==> src/rtl/td_seg_pkg.sv <==
package td_seg_pkg;

  typedef struct packed {
    logic load;     // capture descriptor state
    logic advance;  // consume the current segment
    logic commit;   // register completion update
  } seg_strobe_t;

  typedef enum logic [1:0] {
    ST_IDLE = 2'd0,
    ST_WALK = 2'd1,
    ST_FIN  = 2'd2,
    ST_FAIL = 2'd3
  } seg_state_t;

endpackage

==> src/rtl/td_seg_datapath.sv <==
module td_seg_datapath
  import td_seg_pkg::*;
#(
  parameter int NUM_PTR   = 5,
  parameter int ADDR_W    = 32,
  parameter int PAGE_BITS = 12,
  parameter int BYTES_W   = 15,
  parameter int CPAGE_W   = 3
) (
  input  logic                                clk,
  input  logic                                rstN,
  input  seg_strobe_t                         strobe,
  input  logic                                isoMode,
  input  logic [NUM_PTR-1:0][ADDR_W-1:0]      bufPtrs,
  input  logic [CPAGE_W-1:0]                  curPage,
  input  logic [BYTES_W-1:0]                  totalBytes,
  input  logic [BYTES_W-1:0]                  cmplCount,
  input  logic                                cmplToggle,
  output logic [ADDR_W-1:0]                   segAddr,
  output logic [PAGE_BITS:0]                  segLen,
  output logic                                lastSeg,
  output logic                                pageOver,
  output logic                                zeroStart,
  output logic                                updValid,
  output logic [CPAGE_W-1:0]                  updPage,
  output logic [PAGE_BITS-1:0]                updOffset,
  output logic                                updToggle
);

  localparam int BASE_W    = ADDR_W - PAGE_BITS;
  localparam int LEN_W     = PAGE_BITS + 1;
  localparam int PIDX_W    = CPAGE_W + 1;
  localparam int PAGE_SIZE = 1 << PAGE_BITS;
  localparam int SUM_W     = BYTES_W + 1;

  logic [BASE_W-1:0]    baseQ [NUM_PTR];
  logic [PIDX_W-1:0]    pageIdxQ;
  logic [PIDX_W-1:0]    limitQ;
  logic [PAGE_BITS-1:0] offsetQ;
  logic [BYTES_W-1:0]   remQ;

  logic [LEN_W-1:0]     room;
  logic [BASE_W-1:0]    selBase;

  // Page bases captured at start so the walk is immune to input changes.
  for (genvar g = 0; g < NUM_PTR; g++) begin : g_base
    always_ff @(posedge clk) begin
      if (!rstN)            baseQ[g] <= '0;
      else if (strobe.load) baseQ[g] <= bufPtrs[g][ADDR_W-1:PAGE_BITS];
    end
  end

  always_comb begin
    selBase = '0;
    for (int i = 0; i < NUM_PTR; i++) begin
      if (pageIdxQ == PIDX_W'(i)) selBase = baseQ[i];
    end
  end

  assign room      = LEN_W'(PAGE_SIZE) - {1'b0, offsetQ};
  assign lastSeg   = (BYTES_W'(room) >= remQ);
  assign segLen    = lastSeg ? remQ[LEN_W-1:0] : room;
  assign segAddr   = {selBase, offsetQ};
  assign pageOver  = (pageIdxQ > limitQ);
  assign zeroStart = (totalBytes == '0);

  always_ff @(posedge clk) begin
    if (!rstN) begin
      pageIdxQ <= '0;
      limitQ   <= '0;
      offsetQ  <= '0;
      remQ     <= '0;
    end else if (strobe.load) begin
      pageIdxQ <= isoMode ? '0 : PIDX_W'(curPage);
      limitQ   <= isoMode ? PIDX_W'(1) : PIDX_W'(NUM_PTR - 1);
      offsetQ  <= bufPtrs[0][PAGE_BITS-1:0];
      remQ     <= totalBytes;
    end else if (strobe.advance) begin
      remQ <= remQ - BYTES_W'(segLen);
      if (segLen == room) begin
        offsetQ  <= '0;
        pageIdxQ <= pageIdxQ + 1'b1;
      end else begin
        offsetQ  <= offsetQ + segLen[PAGE_BITS-1:0];
      end
    end
  end

  // Completion: fold the moved byte count into page index and offset.
  logic [SUM_W-1:0]     cmplSum;
  logic [CPAGE_W-1:0]   cmplPage;
  assign cmplSum  = SUM_W'(bufPtrs[0][PAGE_BITS-1:0]) + SUM_W'(cmplCount);
  assign cmplPage = curPage + CPAGE_W'(cmplSum >> PAGE_BITS);

  always_ff @(posedge clk) begin
    if (!rstN) begin
      updValid  <= 1'b0;
      updPage   <= '0;
      updOffset <= '0;
      updToggle <= 1'b0;
    end else begin
      updValid <= strobe.commit;
      if (strobe.commit) begin
        updToggle <= ~cmplToggle;
        if (cmplCount != '0) begin
          updPage   <= cmplPage;
          updOffset <= cmplSum[PAGE_BITS-1:0];
        end else begin
          updPage   <= curPage;
          updOffset <= bufPtrs[0][PAGE_BITS-1:0];
        end
      end
    end
  end

  // a completion always produces an update on the next cycle
  a_r8_upd_follows: assert property (@(posedge clk) disable iff (!rstN)
    strobe.commit |=> updValid);

  // consuming a segment never leaves the remaining count growing
  a_r3_rem_shrinks: assert property (@(posedge clk) disable iff (!rstN)
    (strobe.advance && !strobe.load) |=> (remQ < $past(remQ)));

endmodule

==> src/rtl/td_seg_control.sv <==
module td_seg_control
  import td_seg_pkg::*;
(
  input  logic        clk,
  input  logic        rstN,
  input  logic        startValid,
  input  logic        segReady,
  input  logic        cmplValid,
  input  logic        zeroStart,
  input  logic        pageOver,
  input  logic        lastSeg,
  output seg_strobe_t strobe,
  output logic        segValid,
  output logic        busy,
  output logic        done,
  output logic        procErr
);

  seg_state_t stateQ, stateD;

  always_comb begin
    stateD         = stateQ;
    strobe         = '0;
    strobe.commit  = cmplValid;
    segValid       = 1'b0;
    unique case (stateQ)
      ST_IDLE: begin
        if (startValid) begin
          strobe.load = 1'b1;
          stateD      = zeroStart ? ST_FIN : ST_WALK;
        end
      end
      ST_WALK: begin
        if (pageOver) begin
          stateD = ST_FAIL;
        end else begin
          segValid = 1'b1;
          if (segReady) begin
            strobe.advance = 1'b1;
            if (lastSeg) stateD = ST_FIN;
          end
        end
      end
      ST_FIN:  stateD = ST_IDLE;
      ST_FAIL: stateD = ST_IDLE;
      default: stateD = ST_IDLE;
    endcase
  end

  always_ff @(posedge clk) begin
    if (!rstN) stateQ <= ST_IDLE;
    else       stateQ <= stateD;
  end

  assign busy    = (stateQ != ST_IDLE);
  assign done    = (stateQ == ST_FIN) || (stateQ == ST_FAIL);
  assign procErr = (stateQ == ST_FAIL);

  // end-of-walk pulse and an offered segment never coincide
  a_r5_done_excl: assert property (@(posedge clk) disable iff (!rstN)
    !(segValid && done));

  // an error is only ever flagged on the end-of-walk cycle
  a_r6_err_is_done: assert property (@(posedge clk) disable iff (!rstN)
    procErr |-> done);

  // done lasts a single cycle
  a_r5_done_pulse: assert property (@(posedge clk) disable iff (!rstN)
    done |=> !done);

  // a start while busy does not reload the walker
  a_r10_no_reload: assert property (@(posedge clk) disable iff (!rstN)
    busy |-> !strobe.load);

endmodule

==> src/rtl/td_page_segmenter.sv <==
module td_page_segmenter
  import td_seg_pkg::*;
#(
  parameter int NUM_PTR   = 5,
  parameter int ADDR_W    = 32,
  parameter int PAGE_BITS = 12,
  parameter int BYTES_W   = 15,
  parameter int CPAGE_W   = 3
) (
  input  logic                           clk,
  input  logic                           rstN,
  input  logic                           startValid,
  input  logic                           isoMode,
  input  logic [NUM_PTR-1:0][ADDR_W-1:0] bufPtrs,
  input  logic [CPAGE_W-1:0]             curPage,
  input  logic [BYTES_W-1:0]             totalBytes,
  input  logic                           segReady,
  output logic                           segValid,
  output logic [ADDR_W-1:0]              segAddr,
  output logic [PAGE_BITS:0]             segLen,
  output logic                           busy,
  output logic                           done,
  output logic                           procErr,
  input  logic                           cmplValid,
  input  logic [BYTES_W-1:0]             cmplCount,
  input  logic                           cmplToggle,
  output logic                           updValid,
  output logic [CPAGE_W-1:0]             updPage,
  output logic [PAGE_BITS-1:0]           updOffset,
  output logic                           updToggle
);

  localparam int PAGE_SIZE = 1 << PAGE_BITS;

  seg_strobe_t strobe;
  logic        lastSeg;
  logic        pageOver;
  logic        zeroStart;

  td_seg_control u_ctrl (
    .clk        (clk),
    .rstN       (rstN),
    .startValid (startValid),
    .segReady   (segReady),
    .cmplValid  (cmplValid),
    .zeroStart  (zeroStart),
    .pageOver   (pageOver),
    .lastSeg    (lastSeg),
    .strobe     (strobe),
    .segValid   (segValid),
    .busy       (busy),
    .done       (done),
    .procErr    (procErr)
  );

  td_seg_datapath #(
    .NUM_PTR   (NUM_PTR),
    .ADDR_W    (ADDR_W),
    .PAGE_BITS (PAGE_BITS),
    .BYTES_W   (BYTES_W),
    .CPAGE_W   (CPAGE_W)
  ) u_dp (
    .clk        (clk),
    .rstN       (rstN),
    .strobe     (strobe),
    .isoMode    (isoMode),
    .bufPtrs    (bufPtrs),
    .curPage    (curPage),
    .totalBytes (totalBytes),
    .cmplCount  (cmplCount),
    .cmplToggle (cmplToggle),
    .segAddr    (segAddr),
    .segLen     (segLen),
    .lastSeg    (lastSeg),
    .pageOver   (pageOver),
    .zeroStart  (zeroStart),
    .updValid   (updValid),
    .updPage    (updPage),
    .updOffset  (updOffset),
    .updToggle  (updToggle)
  );

  // an offered segment is non-empty and stays inside its page
  a_r2_in_page: assert property (@(posedge clk) disable iff (!rstN)
    segValid |-> (segLen != '0) &&
                 (({1'b0, segAddr[PAGE_BITS-1:0]} + segLen) <= (PAGE_BITS+1)'(PAGE_SIZE)));

  // a stalled segment is held unchanged
  a_r4_hold_stable: assert property (@(posedge clk) disable iff (!rstN)
    (segValid && !segReady) |=> segValid && $stable(segAddr) && $stable(segLen));

endmodule

==> config.mk <==
export PLATFORM = sky130hd
export DESIGN_NAME = td_page_segmenter
export DESIGN_NICKNAME = d
export VERILOG_FILES = /design/src/rtl/td_seg_pkg.sv /design/src/rtl/td_seg_datapath.sv /design/src/rtl/td_seg_control.sv /design/src/rtl/td_page_segmenter.sv
export SDC_FILE = /design/constraint.sdc
export NUM_CORES = 1
export LEC_CHECK = 0
export ABC_AREA = 1
export CORE_MARGIN = 5
export CORE_UTILIZATION = 54
export DETAILED_ROUTE_END_ITERATION = 7
export PLACE_DENSITY = 0.86
export SLEW_MARGIN = 25
export SYNTH_ARGS = -nofsm -noshare
export SYNTH_HDL_FRONTEND = slang
export SYNTH_SLANG_ARGS = --single-unit
==> constraint.sdc <==
create_clock -name clk -period 6.7 [get_ports clk]
set_clock_uncertainty 0.1 [all_clocks]
set_input_delay 1.005 -clock clk [delete_from_list [all_inputs] [get_ports clk]]
set_output_delay 1.005 -clock clk [all_outputs]
set_load 0.005 [all_outputs]
== Yosys cells after proc, flatten, opt, wreduce, memory -nomap -nowiden ==
Memory sizes are Yosys's and may differ from the RTL's.
Index checks and enable logic that the tools add are counted.

* Register bits after elaboration: 54
* Bits in writable memories: 100
* Bits of input ports: 200
* Output and inout port bits: 66
* Logic and storage cells: 86
* Memories kept: 1

{| class="wikitable"
|+ Memories
! memory !! depth !! bits a word !! read ports !! clocked after Yosys merged registers in !! write ports !! RTL line !! source
|-
| u_dp.baseQ || 5 || 20 || 5 || 0 || 5 || td_seg_datapath.sv:36 || <nowiki>logic [BASE_W-1:0] baseQ [NUM_PTR];</nowiki>
|}

* Add/subtract/negate cells: 6
* $lt $le $gt $ge: 2
* Eq/ne operators: 11
* Multiplexer cells: 40
* Bitwise gates (word level): 6
* Reductions and logical operators: 11

{| class="wikitable"
|+ Operators with widths
! operator !! count
|-
| $mux 20 || 10
|-
| $mux 12 || 4
|-
| $mux 15 || 2
|-
| $add 12x15->15 || 1
|-
| $ge 13x15->1 || 1
|-
| $logic_not 15->1 || 1
|-
| $reduce_bool 15->1 || 1
|-
| $sub 15x13->15 || 1
|-
| $eq 13x13->1 || 1
|-
| $mux 13 || 1
|-
| $sub 13x12->13 const A || 1
|-
| $add 12x12->12 || 1
|-
| $mux 4 || 3
|-
| $mux 1 || 11
|-
| $mux 2 || 5
|-
| $mux 3 || 3
|-
| $eq 4x2->1 const B || 2
|-
| $pmux 2 s3 || 1
|-
| $reduce_bool 2->1 || 3
|-
| $or 1x1->1 || 5
|-
| $add 4x1->4 const B || 1
|-
| $eq 2x2->1 const B || 2
|-
| $eq 4x1->1 const B || 1
|-
| $eq 4x3->1 const B || 1
|-
| other kinds (13) || 13
|}

== Logic depth before layout (Yosys ltp) ==
* Depth in word-level cells: 7
* Mapped depth: 32
* Depth with buffers taken out: 30

== Cells and area by module ==
From an unflattened synthesis, not the netlist that was laid out.

* Cell total of the unflattened synthesis: 1,309
* Area total of the unflattened synthesis: 9,930.8 um^2

{| class="wikitable"
|+ Modules (own cells, without submodules)
! module !! instances !! cells each !! area an instance (um^2)
|-
| td_seg_datapath || 1 || 1,279 || 9,768.1
|-
| td_seg_control || 1 || 30 || 162.7
|}

== Least setup slack after synthesis ==
Ideal clock, no wire load.

* Path kind: input to register
* Start point: input port startValid
* End point: memory u_dp.baseQ[0][0] in the netlist's numbering, enable pin
* Setup time: 0.463 ns
* Data arrival time: 3.733 ns
* Required time: 6.137 ns
* Slack: 2.404 ns
* Stages on the path: 5
* Path buffers: 1
* Cells stage by stage: inv_1 > nor2_1 > inv_1 > clkbuf_1 > nand2_1

{| class="wikitable"
|+ RTL lines
! item !! RTL line !! source
|-
| from (decl) || td_page_segmenter.sv:12 || <nowiki>input logic startValid,</nowiki>
|-
| to (decl) || td_seg_datapath.sv:36 ||
|}

== Final worst setup path ==
* Start point: register u_dp.offsetQ[1]
* End point: output port segLen[10]

* Word-level cells in the longest chain between the ends: 3

{| class="wikitable"
|+ RTL lines
! item !! RTL line !! source
|-
| from (decl) || td_seg_datapath.sv:39 || <nowiki>logic [PAGE_BITS-1:0] offsetQ;</nowiki>
|-
| from (signal assigned) || td_seg_datapath.sv:76 || <nowiki>offsetQ <= bufPtrs[0][PAGE_BITS-1:0];</nowiki>
|-
| from (signal assigned) || td_seg_datapath.sv:84 || <nowiki>offsetQ <= offsetQ + segLen[PAGE_BITS-1:0];</nowiki>
|-
| $sub 13x12->13 (*) || td_seg_datapath.sv:60 || <nowiki>assign room = LEN_W'(PAGE_SIZE) - {1'b0, offsetQ};</nowiki>
|-
| $ge 13x15->1 || td_seg_datapath.sv:61 || <nowiki>assign lastSeg = (BYTES_W'(room) >= remQ);</nowiki>
|-
| $mux 13 (*) || td_seg_datapath.sv:62 || <nowiki>assign segLen = lastSeg ? remQ[LEN_W-1:0] : room;</nowiki>
|-
| to (decl) || td_page_segmenter.sv:20 || <nowiki>output logic [PAGE_BITS:0] segLen,</nowiki>
|}

Mark *: on every way between the ends. The rest lies on a longest branch, timed or not.

==> results.md <==
Clocking:
- Gates resized during post-CTS repair numbered 0.
- TritonCTS built the clock tree.
- The hold buffer count at CTS is 0.
- The master cell of the clock root buffer is sky130_fd_sc_hd__clkbuf_16.
- The largest buffer count on any clock path is 2.
- The number of sinks on the clock net is 152.
- The number of H-tree branching levels is 4.
- The clock edge transition at the registers on the reported setup and hold paths is 70 ps.
- The worst-skew pair later-pin latency is 430 ps.
- The total CTS buffers is 17.
- The number of setup buffers added after CTS is 0.

Worst hold path:
- The startpoint identified for the worst hold timing path is u_dp.updOffset[11].
- The worst hold path cell count is 2.
- The path type of the worst min-delay path is register to register.
- The worst hold endpoint is u_dp.updOffset[11].

Placed design:
- After detailed placement, the design holds a cell count of 1,815.
- The number of buffer cells added on primary ports is 217.
- The routability congestion estimate from global placement is 0.9433.
- The placed wire-length estimate after detailed placement is 22,610 µm.
- At the placement stage, the worst setup path has a slack of 1757 ps.
- Summing all placed instances gives a cell area of 12,630 µm².

Setup path:
- The worst reg2reg path startpoint is u_dp.offsetQ[1].
- Data arrives at the worst endpoint at 4350 ps.
- The kind of start point of the critical path is a register.
- In this run the critical register-to-register path is captured at u_dp.offsetQ[10].
- Data on the critical path is required at its endpoint by 5590 ps.
- The critical-path maximum fanout is 25.
- The worst-case register-to-register setup slack is 1650 ps.
- The endpoint type of the worst setup path is a primary output.
- The critical path starts at u_dp.offsetQ[1].
- The number of cells on the worst reg-to-reg path is 27.
- The critical path class is register to primary output.

Layout:
- The layout cell share with drive strength beyond 1 is 6.200%.
- The most common cell after layout, fill and taps aside is sky130_fd_sc_hd__nand2_1.
- After routing the design area is 13,250 µm².
- For this run, the number of standard cells in the final layout without fillers is 1,847.
- The library cells used most frequently in the layout, excluding fill and tap cells, are sky130_fd_sc_hd__nand2_1, sky130_fd_sc_hd__inv_1, sky130_fd_sc_hd__clkdlybuf4s50_1.
- For this run, the share of the core covered by cells in the final layout is 70.85%.
- The count of nets after finishing is 1,854.
- The number of antenna diodes in the final layout is 0.
- The area used by multi-input combinational logic is 5019 µm².
- From synthesis to final layout, the design area changed by 29.12%.
- Registers take 4044 µm².
- The number of fill cells is 1,453.

Floorplanning:
- The floorplan has 50 rows.
- The die covers 21,860 µm².
- The effective utilization at floorplan is 54.87%.
- Measured along the y axis, the die boundary spans 147.9 µm.
- The die is 147.9 µm wide.
- After floorplanning, the core was sized to cover 18,710 µm².
- The I/O pin count is 266.

Global routing:
- The number of global-route vias before repair is 9,873.
- The number of antenna violations at the first check in global routing is 0.
- Across every metal layer, demand over resource in global routing totals 27.42%.
- The first global-routing pass estimated 48,310 µm of wire.
- The maximum number of pins on one net before global-route repair is 101.
- The total overflow left after global routing is 0.

Flow run:
- The tool flagged a number of max-cap violations equal to 0.

Timing:
- The final worst-path cycle share is 81.36%.
- The count of endpoints failing hold in the final timing report was 0.
- Adding up every negative setup slack in the final design gives 0 ps.
- The smallest clock period supported by the final layout is computed as 5451 ps.
- Setup repair after global routing left no endpoint under its margin.
- The transition at the pin with the smallest max-transition slack is 1017 ps.
- The worst path meets setup with 1249 ps of slack.
- The worst pin sits at a relative slew slack of 32.21%.
- Setup violations remaining at the end of the flow were counted as 0.
- The final-report max-slew violation count came to 0.
- The tightest hold path in the finished design has a slack of 366.1 ps.
- The fmax is 0.1834 GHz.

Power and ir drop:
- The internal portion of total power is 3.902 mW.
- Per report_power, the clock group accounts for 12.5% of the total.
- VDD sags by at most 0.5577 mV.
- The power per cell area is 602.3 nW/µm².
- The combinational group share of total power is 70.4%.
- The static leakage is 6.380 nW.
- In this run switching power makes up 51.12% of total power.
- After layout, the design draws a total of 7.983 mW.
- Summed over all nets, the switching power comes to 4.081 mW.
- Of the total power, registers draw 17.1%.

Logic synthesis:
- The mean area per synthesized cell is 7.331 µm².
- Counting flops with a built-in enable in the synthesized netlist gives 100.
- The fraction of synthesis flops using an asynchronous set or reset pin is 0%.
- The adder-cell share of the synthesized area is 6.729%.
- Summing the areas of all and, or, nand and nor instances in the mapped netlist gives 29.60% of the synthesized area.
- The number of instances in the synthesized netlist is 1,400.
- Summing the areas of all xor and xnor instances in the mapped netlist gives 1.695% of the synthesized area.
- The sequential share of the synthesized area is 39.40%.
- During synthesis, Yosys emitted a total of 0 warnings.
- The post-synthesis mux area share is 0%.
- For this run, the leading register cell type out of synthesis is sky130_fd_sc_hd__edfxtp_1.
- In this run, synthesis produced a sequential element count of 152.
- The compound-cell area share of the yosys netlist is 10.63%.
- The synthesized netlist contains 53 unique library cells.
- By area, the combinational part of the netlist is dominated by simple AND/OR/NAND/NOR gates.
- After synthesis the cells add up to 10,260 µm².
- The net count of the mapped netlist is 1,654.

Outcome:
- The flow ran to the end, and the final reports show no timing, DRC or antenna violations.

Drt:
- The number of design-rule violations left by the first detailed-router iteration is 644.
- After detailed routing, the number of remaining DRC violations is 0.
- The vias per cell is 5.398.
- The remaining number of nets flagged by the antenna check after routing is 0.
- The total length of routed wires is 30,290 µm.
- The number of vias after detailed routing is 9,971.
- The first-pass detailed-route iteration total is 5.
- Dividing the detail-routed wire length by the instance count gives 16.40 µm.
-- final cells by class --
cell class                 count  share of cell area [%]
inverter                     270                   7.666
multi-input combinational    931                   37.87
timing repair buffer         228                   17.01
tap                          234                   2.209
sequential                   152                   30.51
clock inverter                15                   1.520
clock buffer                  17                   3.210
-- cell usage after synthesis (15+ instances only) --
master                       n  area (µm²)
sky130_fd_sc_hd__nand2_1   307        1152
sky130_fd_sc_hd__inv_1     260       975.9
sky130_fd_sc_hd__nor2_1    166       623.1
sky130_fd_sc_hd__nand3_1   122       610.6
sky130_fd_sc_hd__edfxtp_1  100        3003
sky130_fd_sc_hd__a21oi_1    59       295.3
sky130_fd_sc_hd__dfxtp_1    52        1041
sky130_fd_sc_hd__ha_1       52       650.6
sky130_fd_sc_hd__clkbuf_1   42       157.7
sky130_fd_sc_hd__o211ai_1   37       277.8
sky130_fd_sc_hd__o21ai_0    30       150.1
sky130_fd_sc_hd__nand4_1    15       93.84
-- metal layers --
layer	share of wire [%]	GRT usage [%]
met3	6.9	6.376
met1	40	32.60
met2	50	48.84
met4	2.7	9.330
met5	0	0
-- power groups by stage --
stage / combinational, mW / sequential (mW) / clock (mW)
2_1_floorplan: 3.84 / 1.35 / 0
3_3_place_gp: 5.38 / 1.37 / 0
3_5_place_dp: 5.50 / 1.38 / 0
4_1_cts: 5.56 / 1.36 / 1.00
5_1_grt: 6.25 / 1.39 / 1.04
6_report: 5.62 / 1.37 / 0.999
-- worst max-delay path by stage --
| stage | cells after the start | slack [ps] | endpoint |
|---|---|---|---|
| final | 19 | 1250 | segLen[10] |
| after global routing | 19 | 930 | segLen[10] |
| after CTS | 19 | 1280 | segLen[10] |
| after detailed placement | 19 | 1760 | segLen[10] |
| after global placement | 19 | 1870 | segLen[10] |
| after floorplan | 5 | 2400 | u_dp.baseQ[0][0] |
-- critical path, stage by stage (launching register included) --
cell and delay (ps):
sky130_fd_sc_hd__dfxtp_1 370, sky130_fd_sc_hd__inv_1 140, sky130_fd_sc_hd__ha_1 300, sky130_fd_sc_hd__nand3_2 170, sky130_fd_sc_hd__nor2_1 160, sky130_fd_sc_hd__nand3_1 110
sky130_fd_sc_hd__nor2_1 120, sky130_fd_sc_hd__nand3_1 90, sky130_fd_sc_hd__nor3_2 230, sky130_fd_sc_hd__ha_1 320, sky130_fd_sc_hd__a21o_1 190, sky130_fd_sc_hd__nand2_1 80
sky130_fd_sc_hd__inv_1 70, sky130_fd_sc_hd__nor2_4 120, sky130_fd_sc_hd__nand3_4 80, sky130_fd_sc_hd__inv_2 360, sky130_fd_sc_hd__nor2_1 80, sky130_fd_sc_hd__a21oi_1 290
sky130_fd_sc_hd__inv_1 140, sky130_fd_sc_hd__clkdlybuf4s50_1 490
-- kinds of logic after synthesis --
logic type      count (synthesis)
fa+ha+maj                      54
simple gates                  682
buf+inv                       317
flops                         152
xor+xnor                       19
compound gates                176
-- registers in the layout (all words and copies together), names as in the netlist --
name            count
u_dp.updOffset     12
u_dp.updPage        3
u_dp.updValid       1
u_dp.limitQ         2
u_dp.updToggle      1
u_dp.pageIdxQ       4
u_dp.offsetQ       12
u_ctrl.stateQ       2
u_dp.remQ          15
u_dp.baseQ        100
(Power assumes the default switching activity.)
